[src/rtl/bae_pkg.sv]
package bae_pkg;

    localparam int RANGE_W   = 9;
    localparam int LOW_W     = 10;
    localparam int STATE_W   = 6;
    localparam int NUM_Q     = 4;
    localparam int RLPS_W    = 8;
    localparam int MAX_SHIFT = 6;
    localparam int SHIFT_W   = $clog2(MAX_SHIFT + 1);
    localparam int WIDE_W    = LOW_W + 1 + MAX_SHIFT;
    localparam int NUM_STATE = 1 << STATE_W;
    localparam int ROW_W     = NUM_Q * RLPS_W;
    localparam int IDX_W     = RLPS_W - 3;
    localparam logic [RANGE_W-1:0] RANGE_INIT = RANGE_W'(510);

    // LPS sub-range per state, packed {q0, q1, q2, q3}
    localparam logic [ROW_W-1:0] RLPS_ROW [NUM_STATE] = '{
        {8'd128, 8'd176, 8'd208, 8'd240}, {8'd128, 8'd167, 8'd197, 8'd227},
        {8'd128, 8'd158, 8'd187, 8'd216}, {8'd123, 8'd150, 8'd178, 8'd205},
        {8'd116, 8'd142, 8'd169, 8'd195}, {8'd111, 8'd135, 8'd160, 8'd185},
        {8'd105, 8'd128, 8'd152, 8'd175}, {8'd100, 8'd122, 8'd144, 8'd166},
        {8'd95,  8'd116, 8'd137, 8'd158}, {8'd90,  8'd110, 8'd130, 8'd150},
        {8'd85,  8'd104, 8'd123, 8'd142}, {8'd81,  8'd99,  8'd117, 8'd135},
        {8'd77,  8'd94,  8'd111, 8'd128}, {8'd73,  8'd89,  8'd105, 8'd122},
        {8'd69,  8'd85,  8'd100, 8'd116}, {8'd66,  8'd80,  8'd95,  8'd110},
        {8'd62,  8'd76,  8'd90,  8'd104}, {8'd59,  8'd72,  8'd86,  8'd99},
        {8'd56,  8'd69,  8'd81,  8'd94},  {8'd53,  8'd65,  8'd77,  8'd89},
        {8'd51,  8'd62,  8'd73,  8'd85},  {8'd48,  8'd59,  8'd69,  8'd80},
        {8'd46,  8'd56,  8'd66,  8'd76},  {8'd43,  8'd53,  8'd63,  8'd72},
        {8'd41,  8'd50,  8'd59,  8'd69},  {8'd39,  8'd48,  8'd56,  8'd65},
        {8'd37,  8'd45,  8'd54,  8'd62},  {8'd35,  8'd43,  8'd51,  8'd59},
        {8'd33,  8'd41,  8'd48,  8'd56},  {8'd32,  8'd39,  8'd46,  8'd53},
        {8'd30,  8'd37,  8'd43,  8'd50},  {8'd29,  8'd35,  8'd41,  8'd48},
        {8'd27,  8'd33,  8'd39,  8'd45},  {8'd26,  8'd31,  8'd37,  8'd43},
        {8'd24,  8'd30,  8'd35,  8'd41},  {8'd23,  8'd28,  8'd33,  8'd39},
        {8'd22,  8'd27,  8'd32,  8'd37},  {8'd21,  8'd26,  8'd30,  8'd35},
        {8'd20,  8'd24,  8'd29,  8'd33},  {8'd19,  8'd23,  8'd27,  8'd31},
        {8'd18,  8'd22,  8'd26,  8'd30},  {8'd17,  8'd21,  8'd25,  8'd28},
        {8'd16,  8'd20,  8'd23,  8'd27},  {8'd15,  8'd19,  8'd22,  8'd25},
        {8'd14,  8'd18,  8'd21,  8'd24},  {8'd14,  8'd17,  8'd20,  8'd23},
        {8'd13,  8'd16,  8'd19,  8'd22},  {8'd12,  8'd15,  8'd18,  8'd21},
        {8'd12,  8'd14,  8'd17,  8'd20},  {8'd11,  8'd14,  8'd16,  8'd19},
        {8'd11,  8'd13,  8'd15,  8'd18},  {8'd10,  8'd12,  8'd15,  8'd17},
        {8'd10,  8'd12,  8'd14,  8'd16},  {8'd9,   8'd11,  8'd13,  8'd15},
        {8'd9,   8'd11,  8'd12,  8'd14},  {8'd8,   8'd10,  8'd12,  8'd14},
        {8'd8,   8'd9,   8'd11,  8'd13},  {8'd7,   8'd9,   8'd11,  8'd12},
        {8'd7,   8'd9,   8'd10,  8'd12},  {8'd7,   8'd8,   8'd10,  8'd11},
        {8'd6,   8'd8,   8'd9,   8'd11},  {8'd6,   8'd7,   8'd9,   8'd10},
        {8'd6,   8'd7,   8'd8,   8'd9},   {8'd2,   8'd2,   8'd2,   8'd2}
    };

    function automatic logic [RLPS_W-1:0] rlps_lookup(
        input logic [STATE_W-1:0] st,
        input logic [1:0]         q
    );
        logic [ROW_W-1:0] row;
        row = RLPS_ROW[st];
        return row[ROW_W - 1 - RLPS_W * int'(q) -: RLPS_W];
    endfunction

    // shift count from the top five bits of the LPS sub-range
    function automatic logic [SHIFT_W-1:0] lps_shift_count(
        input logic [RLPS_W-1:0] rlps
    );
        logic [IDX_W-1:0] idx;
        idx = rlps[RLPS_W-1:3];
        if (idx[4])      return SHIFT_W'(1);
        else if (idx[3]) return SHIFT_W'(2);
        else if (idx[2]) return SHIFT_W'(3);
        else if (idx[1]) return SHIFT_W'(4);
        else if (idx[0]) return SHIFT_W'(5);
        else             return SHIFT_W'(6);
    endfunction

    typedef struct packed {
        logic                                 valid;
        logic                                 bypass;
        logic                                 lps;
        logic                                 bin;
        logic [NUM_Q-1:0][RLPS_W-1:0]         rlps;
        logic [NUM_Q-1:0][RANGE_W-1:0]        norm;
        logic [NUM_Q-1:0][SHIFT_W-1:0]        cnt;
    } s1_t;

    typedef struct packed {
        logic                 valid;
        logic                 bypass;
        logic [RANGE_W-1:0]   add;
        logic [SHIFT_W-1:0]   shift;
        logic [RANGE_W-1:0]   range_new;
    } s2_t;

endpackage

[src/rtl/bae_lps_precompute.sv]
module bae_lps_precompute
    import bae_pkg::*;
(
    input  logic [STATE_W-1:0]             state,
    output logic [NUM_Q-1:0][RLPS_W-1:0]   rlps,
    output logic [NUM_Q-1:0][RANGE_W-1:0]  norm,
    output logic [NUM_Q-1:0][SHIFT_W-1:0]  cnt
);

    // every quarter candidate is prepared before the range is known
    for (genvar q = 0; q < NUM_Q; q++) begin : g_cand
        logic [RLPS_W-1:0]  sub;
        logic [SHIFT_W-1:0] sh;
        assign sub     = rlps_lookup(state, 2'(q));
        assign sh      = lps_shift_count(sub);
        assign rlps[q] = sub;
        assign cnt[q]  = sh;
        assign norm[q] = RANGE_W'({1'b0, sub} << sh);
    end

endmodule

[src/rtl/bae_range_stage.sv]
module bae_range_stage
    import bae_pkg::*;
(
    input  logic clk,
    input  logic rst_n,
    input  s1_t  s1,
    output s2_t  s2
);

    logic [RANGE_W-1:0] range_q;
    logic [1:0]         quarter;
    logic [RANGE_W-1:0] rlps_sel;
    logic [RANGE_W-1:0] rmps;
    s2_t                nxt;

    assign quarter  = range_q[7:6];
    assign rlps_sel = RANGE_W'(s1.rlps[quarter]);
    assign rmps     = range_q - rlps_sel;

    always_comb begin
        nxt        = '0;
        nxt.valid  = s1.valid;
        nxt.bypass = s1.bypass;
        if (s1.bypass) begin
            // range kept, one shift of low
            nxt.range_new = range_q;
            nxt.shift     = SHIFT_W'(1);
            nxt.add       = s1.bin ? range_q : '0;
        end else if (s1.lps) begin
            // pre-shifted candidate, mux only
            nxt.range_new = s1.norm[quarter];
            nxt.shift     = s1.cnt[quarter];
            nxt.add       = rmps;
        end else if (rmps[RANGE_W-1]) begin
            // MPS already normalized
            nxt.range_new = rmps;
            nxt.shift     = '0;
            nxt.add       = '0;
        end else begin
            nxt.range_new = {rmps[RANGE_W-2:0], 1'b0};
            nxt.shift     = SHIFT_W'(1);
            nxt.add       = '0;
        end
    end

    always_ff @(posedge clk) begin
        if (!rst_n) begin
            range_q <= RANGE_INIT;
            s2      <= '0;
        end else begin
            s2 <= nxt;
            if (s1.valid) begin
                range_q <= nxt.range_new;   // held on idle cycles
            end
        end
    end

endmodule

[src/rtl/bae_low_stage.sv]
module bae_low_stage
    import bae_pkg::*;
(
    input  logic                clk,
    input  logic                rst_n,
    input  s2_t                 s2,
    output logic                out_valid,
    output logic                out_bypass,
    output logic [SHIFT_W-1:0]  out_shift,
    output logic [RANGE_W-1:0]  out_range,
    output logic [WIDE_W-1:0]   out_low
);

    logic [LOW_W-1:0]  low_q;
    logic [WIDE_W-1:0] base;
    logic [WIDE_W-1:0] addend;
    logic [WIDE_W-1:0] wide;

    assign base   = WIDE_W'(low_q);
    assign addend = WIDE_W'(s2.add);

    // one datapath for regular and bypass bins
    always_comb begin
        if (s2.bypass) begin
            wide = (base << 1) + addend;
        end else begin
            wide = (base + addend) << s2.shift;
        end
    end

    always_ff @(posedge clk) begin
        if (!rst_n) begin
            low_q      <= '0;
            out_valid  <= 1'b0;
            out_bypass <= 1'b0;
            out_shift  <= '0;
            out_range  <= RANGE_INIT;
            out_low    <= '0;
        end else begin
            out_valid <= s2.valid;
            if (s2.valid) begin
                low_q      <= wide[LOW_W-1:0];
                out_low    <= wide;
                out_shift  <= s2.shift;
                out_range  <= s2.range_new;
                out_bypass <= s2.bypass;
            end
        end
    end

endmodule

[src/rtl/bae_prenorm_encoder.sv]
module bae_prenorm_encoder
    import bae_pkg::*;
(
    input  logic                  clk,
    input  logic                  rst_n,
    input  logic                  in_valid,
    input  logic                  in_bypass,
    input  logic                  in_bin,
    input  logic [STATE_W-1:0]    in_state,
    input  logic                  in_mps,
    output logic                  out_valid,
    output logic                  out_bypass,
    output logic [SHIFT_W-1:0]    out_shift,
    output logic [RANGE_W-1:0]    out_range,
    output logic [WIDE_W-1:0]     out_low
);

    logic [NUM_Q-1:0][RLPS_W-1:0]  c_rlps;
    logic [NUM_Q-1:0][RANGE_W-1:0] c_norm;
    logic [NUM_Q-1:0][SHIFT_W-1:0] c_cnt;
    s1_t                           s1_q;
    s2_t                           s2_q;

    bae_lps_precompute u_pre (
        .state (in_state),
        .rlps  (c_rlps),
        .norm  (c_norm),
        .cnt   (c_cnt)
    );

    // Stage 1 register
    always_ff @(posedge clk) begin
        if (!rst_n) begin
            s1_q <= '0;
        end else begin
            s1_q.valid  <= in_valid;
            s1_q.bypass <= in_bypass;
            s1_q.lps    <= (in_bin != in_mps);
            s1_q.bin    <= in_bin;
            s1_q.rlps   <= c_rlps;
            s1_q.norm   <= c_norm;
            s1_q.cnt    <= c_cnt;
        end
    end

    bae_range_stage u_rng (
        .clk   (clk),
        .rst_n (rst_n),
        .s1    (s1_q),
        .s2    (s2_q)
    );

    bae_low_stage u_low (
        .clk        (clk),
        .rst_n      (rst_n),
        .s2         (s2_q),
        .out_valid  (out_valid),
        .out_bypass (out_bypass),
        .out_shift  (out_shift),
        .out_range  (out_range),
        .out_low    (out_low)
    );

endmodule

[config.mk]
export PLATFORM = sky130hd
export DESIGN_NAME = bae_prenorm_encoder
export DESIGN_NICKNAME = d
export VERILOG_FILES = /design/src/rtl/bae_pkg.sv /design/src/rtl/bae_lps_precompute.sv /design/src/rtl/bae_range_stage.sv /design/src/rtl/bae_low_stage.sv /design/src/rtl/bae_prenorm_encoder.sv
export SDC_FILE = /design/constraint.sdc
export NUM_CORES = 1
export LEC_CHECK = 0
export BUFFER_PORTS_ARGS = -buffer_cell sky130_fd_sc_hd__buf_4
export CAP_MARGIN = 25
export CORE_ASPECT_RATIO = 1.25
export CORE_MARGIN = 5
export CORE_UTILIZATION = 30
export CTS_CLUSTER_SIZE = 30
export DETAILED_ROUTE_END_ITERATION = 7
export PLACE_DENSITY = 0.43
export SLEW_MARGIN = 40
export SYNTH_ARGS = -nofsm -noshare
export SYNTH_HDL_FRONTEND = slang
export SYNTH_SLANG_ARGS = --single-unit
[constraint.sdc]
create_clock -name clk -period 6.9 [get_ports clk]
set_input_delay 1.725 -clock clk [delete_from_list [all_inputs] [get_ports clk]]
set_output_delay 1.725 -clock clk [all_outputs]
set_load 0.005 [all_outputs]
Word-level counts from Yosys, hierarchy flattened
Memory sizes are Yosys's and may differ from the RTL's. Index checks and enable logic that the tools add are counted.

Flip-flop bits (word level): 157. Memory bits (read-only): 2048. Input bits: 12. Output and inout port bits: 31. Logic and storage cells: 77. Memories kept: 1.

Memory list: (name not given) (words 64, bits a word 32, read ports 1, clocked after Yosys merged registers in 0, wr ports 0, line bae_pkg.sv:57) `row = RLPS_ROW[st];`.

Add/sub/neg operators: 3. Order comparisons: 2. Eq/ne operators: 1. Shift operators: 5. Muxes and demuxes: 33. Bitwise gates (word level): 2. Reductions and logical operators: 1.

Operators by type and width (number): 32-bit 2-to-1 mux (2); 3-bit 2-to-1 mux (17); 21-bit 2-to-1 mux (2); 8-bit by 3-bit left shift with 9-bit output (4); 9-bit binary-select mux with 2-bit select (1); 9-bit 2-to-1 mux (2); 17-bit 2-to-1 mux (1); 17-bit by 3-bit left shift with 17-bit output (1); 8-bit binary-select mux with 2-bit select (1); 11-bit by 9-bit adder with 12-bit output (1); 10-bit by 9-bit adder with 11-bit output (1); 10-bit 2-to-1 mux (1); 9-bit by 8-bit subtractor with 9-bit output (1); 2-bit 2-to-1 mux (4); 8-bit 2-to-1 mux (1); 7-bit >= comparator (second input constant) (1); 6-bit NOT with 7-bit output (1); 3-bit binary-select mux with 2-bit select (1); 2-bit by 3-bit < comparator with 1-bit output (second input constant) (1); 2-bit OR reduction (1); 1-bit inequality test (1); 1-bit NOT (1).

Depth between registers and ports, before layout
Word-level depth: 10. Mapped depth: 15. Depth with buffers taken out: 12.

Hierarchy
A second synthesis with hierarchy kept.

Cells, all modules: 1254. Area, all modules: 10416.2 um^2.

Modules (own cells, without submodules): bae_lps_precompute (instances 1, cells an instance 512, area an instance 3204.3 um^2, seq. area each 0.0 um^2); bae_low_stage (instances 1, cells an instance 344, area an instance 2765.2 um^2, seq. area each 620.6 um^2); bae_prenorm_encoder (instances 1, cells an instance 178, area an instance 2304.7 um^2, seq. area each 1681.6 um^2); bae_range_stage (instances 1, cells an instance 220, area an instance 2142.1 um^2, seq. area each 640.6 um^2).

Worst setup path after synthesis
OpenSTA, ideal clock, no wires.

Kind: input-to-reg. Start: input in_state[2]. End: register s1_q[42] (netlist name). Setup time: 0.070 ns. Arrival: 4.509 ns. Data required time: 6.830 ns. Setup slack: 2.320 ns. Stages: 14. Path buffers: 4. Path through: buf_6 > buf_8 > buf_6 > inv_1 > ha_1 > clkbuf_1 > nand2_1 > a21boi_0 > a221oi_1 > or2_2 > o311ai_4 > mux2i_1 > or3_1 > a21oi_1.

Word-level cells in the longest chain between the ends: 10.

RTL lines: start: declaration (line bae_prenorm_encoder.sv:9) `input logic [STATE_W-1:0] in_state,`; 6-bit NOT with 7-bit output (not written as such) * (line bae_pkg.sv:57); memory 64 x 32 bit *; 32-bit 2-to-1 mux * (2 in series); 2-bit 2-to-1 mux (line bae_pkg.sv:71) `else if (idx[0]) return SHIFT_W'(5);`; 3-bit 2-to-1 mux (line bae_pkg.sv:70) `else if (idx[1]) return SHIFT_W'(4);`; 3-bit 2-to-1 mux (line bae_pkg.sv:69) `else if (idx[2]) return SHIFT_W'(3);`; 3-bit 2-to-1 mux (line bae_pkg.sv:68) `else if (idx[3]) return SHIFT_W'(2);`; 3-bit 2-to-1 mux (line bae_pkg.sv:67) `if (idx[4]) return SHIFT_W'(1);`; 8-bit by 3-bit left shift with 9-bit output * (line bae_lps_precompute.sv:18) `assign norm[q] = RANGE_W'({1'b0, sub} << sh);`; end: declaration (line bae_prenorm_encoder.sv:21) `s1_t s1_q;`.

Every way passes the cells marked *; elsewhere a longest branch is shown, timed or not. The select of a mux whose other input is x is not followed. A chain may end at the register's enable or synchronous reset.

Worst setup path after layout
Start: input in_state[2]. End: register s1_q[37] (netlist name).

The elaborated chain is that of the path after synthesis.

==> results by group <==
Place
  • # port buffers: 42
  • Routability cong.: 0.848
  • DP HPWL: 24200 um

Timing
  • Clk_skew: 0.0111 ns
  • RSZ-0062 raised after global routing: false
  • Crit path time final: 4.76 ns
  • Endpoints failing setup: 0
  • Max transition margin: 45.0%
  • Peak Freq: 210 MHz
  • Final hold violations: 0
  • Slew Limit Fails: 0
  • Final worst-path cycle share: 69.0%
  • Final setup TNS: 0 ns
  • Worst Tran Pin Value: 0.815 ns

Logic synthesis
  • Synth top area share: 30.6%
  • Primary FF master, synth: dfxtp_1
  • Mapped cell area: 9610 sq um
  • Count leader, synth: dfxtp_1
  • Synth cell count leaders: 147 x dfxtp_1, 119 x nor2_1, 85 x nand2_1
  • Post-synthesis sequential area ratio: 30.6%
  • Synth area leader: dfxtp_1
  • Flops & latches, synth: 147
  • Synth area leaders: dfxtp_1 31%, mux4_2 5.6%, ha_1 5.3%
  • Mapped Cells: 1156
  • YS warnings: 0
  • Mean Syn Cell Area: 8.31 sq um
  • Yosys cell types: 87
  • FFs w/ async S/R, synth: 0%
  • Post-synth EDFFs: 0

Routing
  • Post-Route WL: 32100 um
  • Routed vias/inst: 5.45
  • Drt first pass iters: 7
  • Iteration-0 DRC Markers: 566
  • Drt drc: 0
  • Detail Route Antenna Nets: 0
  • Drt wl/cell: 20.4 um
  • DR vias: 8574

Clocking
  • CTS Buffer Depth: 2
  • Post-CTS sizing: 0
  • Worst-Skew Late Latency: 0.43 ns
  • Root Buffer: clkbuf_16
  • Clock Sinks: 147
  • Hold buffers post-CTS: 0
  • Cts bufs inserted: 17
  • Clock transition at the registers of the reported paths: 0.07 ns
  • CTS tree: yes
  • Buffer count from post-CTS setup fixing: 0
  • H-tree depth: 4

Global route
  • Antenna violations before repair: 0
  • Largest net degree at the start of global routing: 75
  • Gr usage total: 17.7%
  • GR Overflow Total: 0
  • Number of global-route vias before repair: 8352
  • First-pass GRT wire length: 49500 um

Hold path
  • Worst hold path depth: 2
  • Worst min path class: flop to flop
  • Hold worst-path end: u_low.out_range[4]
  • Hold path startpoint: u_rng.s2[4]

Critical path
  • Critical path startpoint category: primary input
  • R2r worst-path depth: 12
  • Critical path class: primary input to flop
  • Crit end category: flop
  • CP required: 7.23 ns
  • Maximum fanout along the worst path: 74
  • Worst Path Arrival: 5.09 ns
  • Register-to-register setup slack: 2.86 ns
  • R2r endpoint: u_rng.s2[6]
  • Reg2Reg Launch Point: u_rng.range_q[7]

Cells and area
  • Syn-to-layout area delta: 12.2%
  • Nets: 1205
  • Final core occ: 34.0%
  • Diode count: 0
  • Share of layout cells above drive strength 1: 12.8%

Pwr
  • VDD IR max: 0.135 mV
  • Power per cell area: 240 nW/um^2
  • Pleak: 4.17 nW

Die
  • Core ar.: 31700 sq um
  • Initial Util: 30.3%
  • DIE WIDTH: 170 um
  • Io pins: 43
  • Die Y: 210 um
  • Total die area: 35700 sq um
  • Row count: 73

Flow run
  • Number of max-cap violations: 0

Status
  • Outcome: completed
critical path, cell delays in order:
cell and delay [ns]:
buf_4 0.50, inv_1 0.34, ha_1 0.37, nand2b_1 0.23, nand2_1 0.52, o21a_1 0.20
o211ai_1 0.13, o221ai_2 0.17, mux2i_1 0.18, or3_1 0.41, a221oi_1 0.29
power by group:
group | internal (mW) | switching [mW]
combinational | 0.271 | 0.404
clock | 0.520 | 0.422
sequential | 0.921 | 0.0530
total | 1.71 | 0.879
per-layer routing:
layer / wire [um] / GRT usage, %
met1: 13300 / 21.0
met2: 16500 / 31.6
met3: 976 / 2.40
met4: 1360 / 8.26
met5: 0 / 0
cells in the final DEF, fill, tap and decap left out, types with 12 or more instances in the layout:
master     instances
a31oi_1           18
a211oi_1          24
nor3_1            28
dfxtp_1          147
nor2b_1           21
o211ai_1          16
ha_1              41
nand2b_1          25
inv_1             34
nor2_1           119
nand3_1           37
clkbuf_16         17
o21ai_0           72
mux4_2            24
mux2i_1           35
and2_1            31
and3_1            12
buf_4             53
a21oi_1           77
o21a_1            14
nand2_1           85
cell families (layout without fill, tap and decap cells):
| group | count (synthesis) | after routing | synth area share, % |
|---|---|---|---|
| other | 1 | 4 | 0.0390 |
| multiplexers | 70 | 70 | 10.6 |
| adder cells (fa/ha/maj) | 44 | 44 | 5.96 |
| buffers and inverters | 120 | 123 | 5.49 |
| AND/OR/NAND/NOR | 405 | 405 | 20.6 |
| XOR/XNOR | 21 | 21 | 1.91 |
| AO/OA/AOI/OAI | 348 | 348 | 24.8 |
| flip-flops | 147 | 147 | 30.6 |
stage by stage:
stage | setup WS [ns] | instances | power, mW | hold WS, ns | area (sq um)
finish | 2.14 | 1574 | 2.59 | 0.448 | 10800
global route | 1.90 | 1574 | 2.73 | 0.477 | 10800
CTS | 2.21 | 1573 | 2.62 | 0.453 | 10800
detailed placement | 1.74 | 1541 | 1.67 | 0.437 | 10200
global placement | 1.87 | 1541 | 1.67 | 0.427 | 10100
floorplan | 2.32 | 1159 | 1.47 | 0.422 | 9620
state kept, by name, indices dropped and copies added (netlist names):
register	count
u_low.out_low	8
u_low.out_bypass	1
u_rng.range_q	9
u_low.out_shift	3
u_low.low_q	9
s1_q	84
u_low.out_valid	1
u_rng.s2	23
u_low.out_range	9
layout make-up:
type,instances,area (sq um)
repair buffers,54,403
fillers,3349,20900
well taps,412,515
multi-input cells,892,6160
flip-flops and latches,147,2940
inverters,37,139
clock inverters,15,193
clock buffers,17,425
worst max path at each step:
stage / start / cells after the start / to / slack, ns
floorplan: in_state[2] / 14 / s1_q[42] / 2.32
global placement: in_state[2] / 11 / s1_q[42] / 1.87
detailed placement: in_state[2] / 11 / s1_q[37] / 1.74
CTS: in_state[2] / 11 / s1_q[37] / 2.21
global route: in_state[2] / 11 / s1_q[37] / 1.90
finish: in_state[2] / 11 / s1_q[37] / 2.14
(Power assumes the default switching activity.)
